**src/rtl/rtc_rate_divider.sv**
```systemverilog
module rtc_rate_divider #(
  parameter int STAGES    = 15,
  parameter int PRE_TICKS = 8,
  parameter int WIN_TICKS = 73
) (
  input  logic       clk,
  input  logic       rst_n,
  input  logic       osc_tick,
  input  logic [3:0] rate_sel,
  input  logic [2:0] dv_ctl,
  input  logic       set_inh,
  input  logic       sqwe_wr,
  input  logic       sqwe_val,
  output logic       periodic_tick,
  output logic       sqw_out,
  output logic       uip,
  output logic       sec_strobe
);
  localparam int IW = $clog2(STAGES);
  localparam int WW = $clog2(WIN_TICKS + 1);
  localparam logic [STAGES-1:0] HALF   = STAGES'(1 << (STAGES - 1));
  localparam logic [STAGES-1:0] UIP_AT = STAGES'((1 << STAGES) - PRE_TICKS);
  localparam logic [WW-1:0]     WIN_LAST = WW'(WIN_TICKS - 1);

  logic [STAGES-1:0] cnt, cnt_nxt;
  logic [IW-1:0]     tap_idx;
  logic [WW-1:0]     win;
  logic              sqwe, rate_on, run, hold, adv, tap_rise;

  always_comb begin
    case (rate_sel)
      4'd0:    tap_idx = '0;
      4'd1:    tap_idx = IW'(6);
      4'd2:    tap_idx = IW'(7);
      default: tap_idx = IW'(rate_sel - 4'd2);
    endcase
  end

  assign rate_on  = |rate_sel;
  assign run      = (dv_ctl == 3'b010);
  assign hold     = (dv_ctl[2:1] == 2'b11);
  assign adv      = run & osc_tick;
  assign cnt_nxt  = cnt + 1'b1;
  assign tap_rise = rate_on & cnt_nxt[tap_idx] & ~cnt[tap_idx];
  assign sqw_out  = sqwe & rate_on & cnt[tap_idx];

  always_ff @(posedge clk) begin
    if (!rst_n) begin
      cnt           <= HALF;
      periodic_tick <= 1'b0;
      sqwe          <= 1'b0;
    end else begin
      if (sqwe_wr) sqwe <= sqwe_val;
      periodic_tick <= adv & tap_rise;
      if (hold)     cnt <= HALF;
      else if (adv) cnt <= cnt_nxt;
    end
  end

  always_ff @(posedge clk) begin
    if (!rst_n) begin
      uip        <= 1'b0;
      win        <= '0;
      sec_strobe <= 1'b0;
    end else begin
      sec_strobe <= 1'b0;
      if (set_inh || !run) begin
        uip <= 1'b0;
        win <= '0;
      end else if (osc_tick) begin
        if (uip) begin
          if (win == WIN_LAST) begin
            uip        <= 1'b0;
            sec_strobe <= 1'b1;
          end else begin
            win <= win + 1'b1;
          end
        end else if (cnt_nxt == UIP_AT) begin
          uip <= 1'b1;
          win <= '0;
        end
      end
    end
  end
endmodule

```
**config.mk**
```make
export PLATFORM = sky130hd
export DESIGN_NAME = rtc_rate_divider
export DESIGN_NICKNAME = d
export VERILOG_FILES = /design/src/rtl/rtc_rate_divider.sv
export SDC_FILE = /design/constraint.sdc
export NUM_CORES = 1
export LEC_CHECK = 0
export BUFFER_PORTS_ARGS = -buffer_cell sky130_fd_sc_hd__buf_2
export CAP_MARGIN = 25
export CORE_UTILIZATION = 40
export DETAILED_ROUTE_END_ITERATION = 12
export PLACE_DENSITY = 0.68
export SETUP_SLACK_MARGIN = 0.05
export SKIP_CTS_REPAIR_TIMING = 1
export SYNTH_ARGS = -nofsm -noshare
export SYNTH_HDL_FRONTEND = slang
export SYNTH_SLANG_ARGS = --single-unit
```
**constraint.sdc**
```tcl
create_clock -name clk -period 3.5 [get_ports clk]
set_input_delay 0.7 -clock clk [delete_from_list [all_inputs] [get_ports clk]]
set_output_delay 0.7 -clock clk [all_outputs]
set_load 0.05 [all_outputs]
```
Yosys cells after proc, flatten, opt, wreduce, memory -nomap -nowiden
Index checks and enable logic that the tools add are counted.

operators by class
  $add $sub $neg = 3
  $lt $le $gt $ge = 1
  equality and inequality tests = 7
  mux-type cells = 12
  bitwise logic cells = 10
  reductions and logical operators = 9

operators by type and width
  kind                                                        number
  two-way mux 7 bit                                           3
  adder 15 x 1 -> 15 bit, second input constant               1
  equality test 15 bit, second input constant                 1
  one-hot mux 4 bit (3 select lines)                          1
  binary-select mux 1 bit (select 4 bit)                      2
  OR reduction 4 bit                                          2
  adder 7 x 1 -> 7 bit, second input constant                 1
  equality test 7 bit, second input constant                  1
  bitwise AND 1 bit                                           6
  two-way mux 1 bit                                           6
  less-than comparator 4 x 5 -> 1 bit, second input constant  1
  equality test 4 x 1 -> 1 bit, second input constant         1
  equality test 4 x 2 -> 1 bit, second input constant         1
  logical NOT 4 bit                                           1
  NOT 1 bit                                                   4
  OR reduction 2 bit                                          2
  subtractor 4 x 2 -> 4 bit, second input constant            1
  equality test 3 x 2 -> 1 bit, second input constant         1
  AND reduction 3 bit                                         1
  equality test 2 bit, second input constant                  1
  inequality test 2 bit, second input constant                1
  nonzero test 2 bit                                          1
  logical NOT 1 bit                                           1
  logical OR 1 bit                                            1

word-level totals
  bits in registers = 26
  input port bits = 13
  output and inout bits = 4
  word-level logic and storage cells = 48

Depth between registers and ports, before layout
Gate-level depths: netlist of run 1.

  word-level depth = 7
  mapped depth = 8
  depth with buffers taken out = 8

Least setup slack after synthesis of run 1
No wires, ideal clock.

  kind = input -> output
  from = input port rate_sel[1]
  to = output port sqw_out
  arrival time = 2,318 ps
  path slack = 482 ps
  cell stages on the path = 8
  cells stage by stage = inv_2 ha_1 inv_1 nand3_1 a21oi_1 o31ai_1 a32oi_1 nor2_1

between the ends
  word-level cells in the longest chain between the ends = 5
  elaborated cells between the ends (all ways) = 10

ends and longest elaborated chain
  what                                                     line  RTL
  from (decl)                                              9     input logic [3:0] rate_sel,
  subtractor 4 x 2 -> 4 bit, or another cell as far along  35    default: tap_idx = IW'(rate_sel - 4'd2);
  one-hot mux 4 bit (3 select lines)                       31    case (rate_sel)
  binary-select mux 1 bit (select 4 bit)                   45    assign sqw_out = sqwe & rate_on & cnt[tap_idx];
  two-way mux 1 bit (not written as such)                  45
  bitwise AND 1 bit *                                      45
  to (decl)                                                15    output logic sqw_out,

Mark *: on every way between the ends. The rest lies on a longest branch, timed or not. The select of a mux whose other input is x is not followed.

Final worst setup path of run 1
  from = input port rate_sel[2]
  to = output port sqw_out

Same word-level chain as after synthesis.

==> results of run 1 <==
worst reg2reg max path, delay by kind of cell, from the launching register on:
| family | cells | cell delay [ns] |
|---|---|---|
| xor gates and xnor gates | 1 | 0.31 |
| adders and majority gates | 1 | 0.31 |
| DFF | 1 | 0.52 |
| and+or+nand+nor | 5 | 1.36 |
power breakdown:
group	internal [mW]	total [mW]	switching [mW]
clock	0.101	0.195	0.0945
combinational	0.0319	0.0820	0.0502
sequential	0.297	0.298	0.00122
cells in the mapped netlist, drive strengths merged (9+ instances only):
library cell,instances,area (sq um)
a21oi,11,55.1
buf,9,51.3
dfxtp,26,521
inv,10,37.5
nand2,27,101
nand3,17,85.1
nor2,23,88.8
nor3,13,65.1
o21ai,12,60.1
or3,10,67.6
xnor2,17,149
xor2,12,105
cell type report:
class                   instances  area, sq um
fillers                       480         2610
repair buffers                 17         87.6
inverters                      10         37.5
well taps                      54         67.6
clock buffers                   4         55.1
multi-input cells             207         1320
flip-flops and latches         26          520
worst min path at each step:
stage | from | to | slack (ns) | cells past startpoint
2_1_floorplan | win[1] | win[1] | 0.46 | 2
3_3_place_gp | win[1] | win[1] | 0.49 | 2
3_5_place_dp | win[1] | win[1] | 0.49 | 2
4_1_cts | win[1] | win[1] | 0.50 | 2
5_1_grt | win[1] | win[1] | 0.53 | 2
6_report | win[1] | win[1] | 0.50 | 2
flip-flops by register name, summed over array words and instances (netlist names):
register and flops:
cnt 15, win 7, periodic_tick 1, sec_strobe 1, sqwe 1, uip 1
per-stage QoR:
step	cells	total power [mW]	area (sq um)	setup slack [ns]	utilization
CTS	318	0.583	2090	0.323	0.445
global route	318	0.604	2090	0.202	0.445
global placement	314	0.386	2030	0.404	0.433
detailed placement	314	0.386	2030	0.330	0.433
finish	318	0.575	2090	0.309	0.445
floorplan	257	0.362	1950	0.482	-
cell families after synthesis:
kind of cell    after synthesis  share of synthesized area
flops                        26                      0.268
buf+inv                      24                     0.0553
fa+ha+maj                     5                     0.0322
xor+xnor                     29                      0.131
compound gates               50                      0.179
mux                           4                     0.0206
simple gates                119                      0.315
placed cells by master, fill, tap and decap left out, types with 2 or more instances in the layout:
master    netlist  final
nor4b_1         2      2
o32ai_1         2      2
inv_1           9      9
a32oi_1         2      2
ha_1            5      5
a22oi_1         2      2
a211oi_1        2      2
nand3_1        17     17
o21ai_0        11     11
a21oi_1        11     11
nor4_1          3      3
nand2b_1        2      2
clkbuf_8        0      4
nand4_1         4      4
dfxtp_1        26     26
nand2_1        27     27
nor3_1         13     13
a21o_1          2      2
and2_1          2      2
or2_1           2      2
and3_1          5      5
a221o_1         2      2
mux2i_1         4      4
o22ai_1         2      2
or3_1           9      9
nor2b_1         2      2
xor2_1         12     12
xnor2_1        17     17
nor2_1         22     22
buf_2           8     16
per-layer routing:
metal	part of all wire	up-vias	track usage
met3	0.045	6	0.0267
met1	0.49	803	0.272
met4	0.013	0	0.0697
li1	-	943	-
met2	0.45	55	0.291
met5	0	-	0
==> results.json, run 1 <==
{
  "dr.pass1.iters": 8,
  "power_density_nw_per_um2": 276,
  "fin_crit_sh": 0.912,
  "synth_top_flop_cell": "dfxtp_1",
  "post_drt_wl_per_cell_um": 14.1,
  "cts.sinks": 26,
  "final.setup.tns_ns": 0,
  "die-area_sq_um": 5150,
  "io_pins": 17,
  "drt-initial-drc-count": 240,
  "htree_num_levels": 1,
  "io_buffers": 16,
  "core_area_sq_um": 4690,
  "crit_path_end": "sqw_out",
  "gp_congestion": 0.925,
  "slew_viol_final": 0,
  "maxCapViolations": 0,
  "finalClockSkew_ns": 0.00856,
  "start_util": 0.415,
  "crit_path_max_fanout": 8,
  "antenna_found_initial": 0,
  "worstPathRequired_ns": 2.80,
  "postRouteAntennaNets": 0,
  "dieHeight_um": 71.7,
  "path_buf_inv": 2,
  "tightestPinTransition_ns": 0.495,
  "clk_latency_ns": 0.27,
  "avgViaCountPerCell": 5.68,
  "dr_total_vias": 1807,
  "synth_edf_count": 0,
  "min_period_ns": 3.19,
  "ys_seq_area_frac": 0.268,
  "clk_pin_slew_ns": 0.08,
  "first_global_vias": 1661,
  "synth_nets": 275,
  "slew_headroom": 0.669,
  "worstReg2RegEnd": "win[3]",
  "wirelength_um": 4480,
  "peakVddDrop_uv": 174,
  "cts_tree": "built",
  "end_kind": "output pin",
  "die_width_um": 71.7,
  "start_kind": "input port",
  "reg2regPathDepth": 7,
  "setup_viol": 0,
  "grt_pass1_wl_um": 7820,
  "drive_above_1_share": 0.102,
  "num_rows": 25,
  "syn_area_per_cell_sq_um": 7.57,
  "min_path_type": "reg -> reg",
  "synthCells": 257,
  "async_reset_ff_frac": 0,
  "hold_violations": 0,
  "clockBufferDepth": 2,
  "rrSetupSlack_ns": 0.88,
  "cp_num_cells": 8,
  "holdWs_ns": 0.503,
  "cp-startpoint": "rate_sel[2]",
  "p_leak_nw": 0.743,
  "criticalPathCategory": "in -> out",
  "synth_cell_types": 55,
  "fin_nets": 283,
  "area_growth_pct": 7.20,
  "grt_usage": 0.191,
  "violations": "DRC",
  "path_cells": "buf_2 > or2_1 > or3_4 > a222oi_1 > nor2_1 > a32oi_1 > nor2_1 > buf_2",
  "synth_area_sq_um": 1950,
  "rsz0062_at_grt": "no",
  "grt_max_degree": 26,
  "place_hpwl_um": 3340,
  "drc_errors": 2,
  "critPathTopFamily": "simple AND/OR/NAND/NOR gates",
  "ys_seq_elements": 26,
  "crit-reg2reg-launch": "cnt[0]",
  "cts_buffers": 3,
  "cts-root-buf": "clkbuf_8",
  "fmax_ghz": 0.313,
  "status": "complete, but fails checks",
  "slowest_stage": "or3_4",
  "worst_ep_arrival_time_ns": 2.49,
  "overflow": 0,
  "synth_warnings": 0,
  "slowest_delay_ns": 0.38,
  "diodes": 0
}
Power figures use the tool's default switching activity.
==> inputs of run 2 (changes only) <==
Settings changed: ABC_AREA set to 1.
==> run 2 against run 1 <==
The flow now finishes without violations. Non-clock buffer count rose by 1. Via count rose by 14%. Sequential cell count did not move. Largest cell class unchanged.
==> results.json, run 2 <==
{
  "p_leak_nw": 0.942,
  "worstPathRequired_ns": 2.80,
  "rrSetupSlack_ns": 1.42,
  "fin_nets": 361,
  "ys_seq_area_frac": 0.266,
  "dr_total_vias": 2063,
  "min_period_ns": 3.05,
  "io_buffers": 16,
  "path_buf_inv": 4,
  "setup_viol": 0,
  "area_growth_pct": 11.7,
  "finalClockSkew_ns": 0.00600,
  "synthCells": 325,
  "worstReg2RegEnd": "win[1]",
  "layout_common_cells": "85 x nand2_1, 44 x inv_1, 40 x nand3_1, 31 x nor2_1, 26 x dfxtp_1",
  "antenna_found_initial": 0,
  "regArea_sq_um": 520,
  "post-synth-top-count-cell": "nand2_1",
  "drt-initial-drc-count": 176,
  "io_pins": 17,
  "ys_seq_elements": 26,
  "min_path_type": "reg -> reg",
  "synth_warnings": 0,
  "cts_tree": "built",
  "cts_buffers": 3,
  "dieHeight_um": 72.0,
  "reg2regPathDepth": 11,
  "start_util": 0.415,
  "largest-register": "cnt",
  "synthTopCellsByCount": "85 x nand2_1, 44 x inv_1, 40 x nand3_1, 31 x nor2_1, 26 x dfxtp_1",
  "tightestPinTransition_ns": 0.530,
  "place_inst": 405,
  "rsz0062_at_grt": "no",
  "hold_violations": 0,
  "synth_edf_count": 0,
  "fmax_ghz": 0.328,
  "die_width_um": 72.0,
  "synth_area_sq_um": 1960,
  "synth_top_flop_cell": "dfxtp_1",
  "slowest_stage": "nand2_1",
  "core_area_sq_um": 4720,
  "worst_ep_arrival_time_ns": 2.35,
  "critPathTopFamily": "simple AND/OR/NAND/NOR gates",
  "final.setup.tns_ns": 0,
  "fin_crit_sh": 0.872,
  "clockBufferDepth": 2,
  "slew_viol_final": 0,
  "whs_path_depth": 2,
  "fill_cells": 511,
  "multi_input_area_sq_um": 1240,
  "crit_path_max_fanout": 12,
  "path_cells": "buf_2 > inv_1 > o21ai_0 > nand2_1 > nand2_1 > o21ai_0 > nand2_1 > nand3_1 > nand3_1 > nand2_1 > clkinv_1 > nor2_1 > buf_2",
  "postRouteAntennaNets": 0,
  "num_rows": 25,
  "diodes": 0,
  "die-area_sq_um": 5180,
  "crit_path_frequent_cell": "nand2_1",
  "peakVddDrop_uv": 187,
  "clk_pin_slew_ns": 0.09,
  "overflow": 0,
  "grt_max_degree": 18,
  "synth_area_leaders": "dfxtp_1 27%, nand2_1 16%, nand3_1 10%",
  "final_common_cell": "nand2_1",
  "htree_num_levels": 1,
  "first_global_vias": 1775,
  "synth_top_area_cell": "dfxtp_1",
  "maxCapViolations": 0,
  "start_kind": "input port",
  "slowest_delay_ns": 0.32,
  "cts-root-buf": "clkbuf_8",
  "async_reset_ff_frac": 0,
  "place_hpwl_um": 3760,
  "cp_num_cells": 13,
  "cts.sinks": 26,
  "drc_errors": 0,
  "avgViaCountPerCell": 5.04,
  "wirelength_um": 4730,
  "hold_end": "win[0]",
  "gp_congestion": 0.910,
  "power_density_nw_per_um2": 301,
  "hp-start": "win[0]",
  "syn_area_per_cell_sq_um": 6.03,
  "synth_cell_types": 28,
  "grt_pass1_wl_um": 8050,
  "criticalPathCategory": "in -> out",
  "slew_headroom": 0.647,
  "synth_nets": 343,
  "post_drt_wl_per_cell_um": 11.6,
  "clk_latency_ns": 0.27,
  "synth_top_area_share": 0.266,
  "largest_reg_flops": 15,
  "crit-reg2reg-launch": "cnt[0]",
  "dr.pass1.iters": 4,
  "drive_above_1_share": 0.120,
  "top_regs": "cnt (15), win (7)",
  "status": "complete, no violations",
  "end_kind": "output pin",
  "grt_usage": 0.195,
  "instances_no_fill": 409
}
[run 2: cell types whose count changed after synthesis, moves of 5 or more]
cell	delta
nand3_1	+23
a21oi_1	+10
buf_2	-6
or3_1	-9
xnor2_1	-16
inv_1	+35
xor2_1	-5
nor2_2	+6
nor2_1	+9
nor3_1	-11
and3_1	-5
nand2_1	+58
o21ai_0	+9
[run 2: logic make-up (layout without fill, tap and decap cells)]
family,Yosys count,after routing,synth area share
flops,26,26,0.266
xor+xnor,8,8,0.0358
buf+inv,52,69,0.101
compound gates,52,52,0.141
simple gates,182,182,0.425
fa+ha+maj,5,5,0.0319
[run 2: area by class of cell]
| class | instances | share of cell area |
|---|---|---|
| timing repair buffer | 18 | 0.0435 |
| multi-input combinational | 247 | 0.567 |
| tap | 67 | 0.0383 |
| clock buffer | 3 | 0.0189 |
| clock inverter | 1 | 0.0137 |
| sequential | 26 | 0.238 |
| inverter | 47 | 0.0806 |
[run 2: worst register-to-register path: cells and delay by family (launching register included)]
family / cells / cell delay (ns)
simple gates: 9 / 1.07
flops: 1 / 0.46
fa+ha+maj: 1 / 0.25
xor+xnor: 1 / 0.19
[run 2: worst max-delay path by stage]
stage	startpoint	to	slack, ns
after detailed placement	rate_sel[0]	sqw_out	0.47
after global routing	rate_sel[0]	sqw_out	0.24
after CTS	rate_sel[0]	sqw_out	0.46
final	rate_sel[0]	sqw_out	0.45
after floorplan	rate_sel[2]	sqw_out	0.52
after global placement	rate_sel[0]	sqw_out	0.50
[run 2: through the flow]
step / cell area [sq um] / setup slack (ns) / util / power (mW) / hold WS, ns
2_1_floorplan: 1960 / 0.515 / - / 0.384 / 0.485
3_3_place_gp: 2120 / 0.497 / 0.448 / 0.412 / 0.502
3_5_place_dp: 2120 / 0.470 / 0.448 / 0.413 / 0.515
4_1_cts: 2190 / 0.462 / 0.463 / 0.670 / 0.529
5_1_grt: 2190 / 0.241 / 0.463 / 0.701 / 0.550
6_report: 2190 / 0.447 / 0.463 / 0.659 / 0.521
[run 2: where the power goes]
part / switching, mW / total, mW / internal, mW / leakage (nW)
Clock: 0.0993 / 0.252 / 0.153 / 0.0357
Combinational: 0.0662 / 0.0999 / 0.0336 / 0.696
Sequential: 0.00627 / 0.307 / 0.301 / 0.210
[run 2: per-layer routing]
metal	wire length [um]	track usage	vias to the layer above	part of all wire
li1	-	-	1082	-
met1	2390	0.268	934	0.51
met2	2090	0.320	43	0.44
met3	202	0.0264	4	0.043
met4	53	0.0545	0	0.011
met5	0	0	-	0
==> inputs of run 3 (changes only) <==
Settings changed: CORE_UTILIZATION 40 to 56, PLACE_DENSITY 0.68 to 0.87.
==> run 3 against run 2 <==
Clock skew is 0.0062 ns higher. Critical endpoint unchanged. Global-route usage increased by 7.3 points. Cell count is 5.1% lower. Largest power group unchanged. Register-to-register slack worse by 0.08 ns. Sequential power about the same. Non-clock buffer count unchanged. Critical path type unchanged.
==> results.json, run 3 (synthesis gave the netlist of run 2 again) <==
{
  "met1_length_um": 2090,
  "antenna_found_initial": 0,
  "num_rows": 21,
  "min_period_ns": 3.08,
  "io_buffers": 16,
  "core_area_sq_um": 3340,
  "clk_pin_slew_ns": 0.16,
  "hold_violations": 0,
  "cts_buffers": 3,
  "final_area_sq_um": 2140,
  "fmax_ghz": 0.324,
  "power.total_uw": 623,
  "p_leak_nw": 0.934,
  "clockBufferDepth": 2,
  "area_growth_pct": 9.39,
  "grt_pass1_wl_um": 7490,
  "avgViaCountPerCell": 5.44,
  "place_hpwl_um": 3590,
  "htree_num_levels": 1,
  "cts.sinks": 26,
  "end_kind": "output pin",
  "final.setup.tns_ns": 0,
  "die_width_um": 61.2,
  "dieHeight_um": 61.2,
  "overflow": 0,
  "largest_reg_flops": 15,
  "wl_met2_um": 2150,
  "power_density_nw_per_um2": 291,
  "drc_errors": 0,
  "criticalPathCategory": "in -> out",
  "drt-initial-drc-count": 155,
  "cts-root-buf": "clkbuf_4",
  "finalClockSkew_ns": 0.0122,
  "post_drt_wl_per_cell_um": 12.1,
  "first_global_vias": 1779,
  "setup_viol": 0,
  "final_common_cell": "nand2_1",
  "rsz0062_at_grt": "no",
  "top_regs": "cnt (15), win (7)",
  "start_util": 0.587,
  "io_pins": 17,
  "gp_congestion": 0.942,
  "slew_viol_final": 0,
  "maxCapViolations": 0,
  "place_ws_ns": 0.474,
  "crit_path_max_fanout": 12,
  "min_path_type": "in -> reg",
  "drive_above_1_share": 0.120,
  "layout_common_cells": "85 x nand2_1, 44 x inv_1, 40 x nand3_1, 31 x nor2_1, 26 x dfxtp_1",
  "timing.final.ws_setup_ns": 0.416,
  "diodes": 0,
  "dpl-instance-area_sq_um": 2090,
  "postRouteAntennaNets": 0,
  "dr_total_vias": 2109,
  "worst_ep_arrival_time_ns": 2.38,
  "grt_usage": 0.268,
  "tightestPinTransition_ns": 0.542,
  "fill_cells": 298,
  "die-area_sq_um": 3740,
  "wirelength_um": 4700,
  "grt_max_degree": 18,
  "status": "complete, no violations",
  "dr.pass1.iters": 4,
  "peakVddDrop_uv": 184,
  "wl_met3_um": 367,
  "start_kind": "input port",
  "fin_nets": 361,
  "worstPathRequired_ns": 2.80,
  "largest-register": "cnt",
  "fin_crit_sh": 0.881,
  "clk_latency_ns": 0.34,
  "cts_tree": "built",
  "highest_layer": "met4",
  "slew_headroom": 0.636
}
-- run 3: cell counts in the layout (fill, tap and decap cells not counted) --
Identical to the previous run, type by type.
-- run 3: final cells by class --
type                       count  area [sq um]  area share
multi-input combinational    247          1240       0.579
sequential                    26           520       0.243
inverter                      47           176      0.0823
timing repair buffer          18          95.1      0.0444
tap                           46          57.6      0.0269
clock inverter                 1          30.0      0.0140
clock buffer                   3          22.5      0.0105
-- run 3: worst paths after layout --
check | cells past startpoint | from | slack [ns] | endpoint
worst max-delay path | 13 | rate_sel[0] | 0.42 | sqw_out
worst min-delay path | 2 | sqwe_wr | 0.53 | sqwe
worst min register to register | 2 | win[0] | 0.53 | win[0]
worst max register to register | 14 | cnt[0] | 1.34 | win[1]
-- run 3: per-layer routing --
metal,global-route usage,vias to the layer above
met4,0.101,0
met1,0.336,930
met5,0,-
met2,0.453,88
met3,0.0546,9
li1,-,1082
-- run 3: worst max-delay path: stages --
cell      delay (ns)
buf_2           0.11
inv_1           0.21
o21ai_0         0.14
nand2_1         0.31
nand2_1         0.12
o21ai_0         0.10
nand2_1         0.07
nand3_1         0.08
nand3_1         0.07
nand2_1         0.07
clkinv_1        0.07
nor2_1          0.07
buf_2           0.26
-- run 3: power by group --
| part | switching [mW] | leakage [nW] | internal (mW) |
|---|---|---|---|
| logic | 0.0671 | 0.696 | 0.0337 |
| clock network | 0.0985 | 0.0279 | 0.116 |
| registers | 0.00634 | 0.210 | 0.301 |
-- run 3: metrics by stage --
stage / std cells / utilization / hold slack [ns]
after global placement: 384 / 0.627 / 0.505
after detailed placement: 384 / 0.627 / 0.513
after global routing: 388 / 0.642 / 0.531
after floorplan: 325 / - / 0.485
after CTS: 388 / 0.642 / 0.533
final: 388 / 0.642 / 0.529
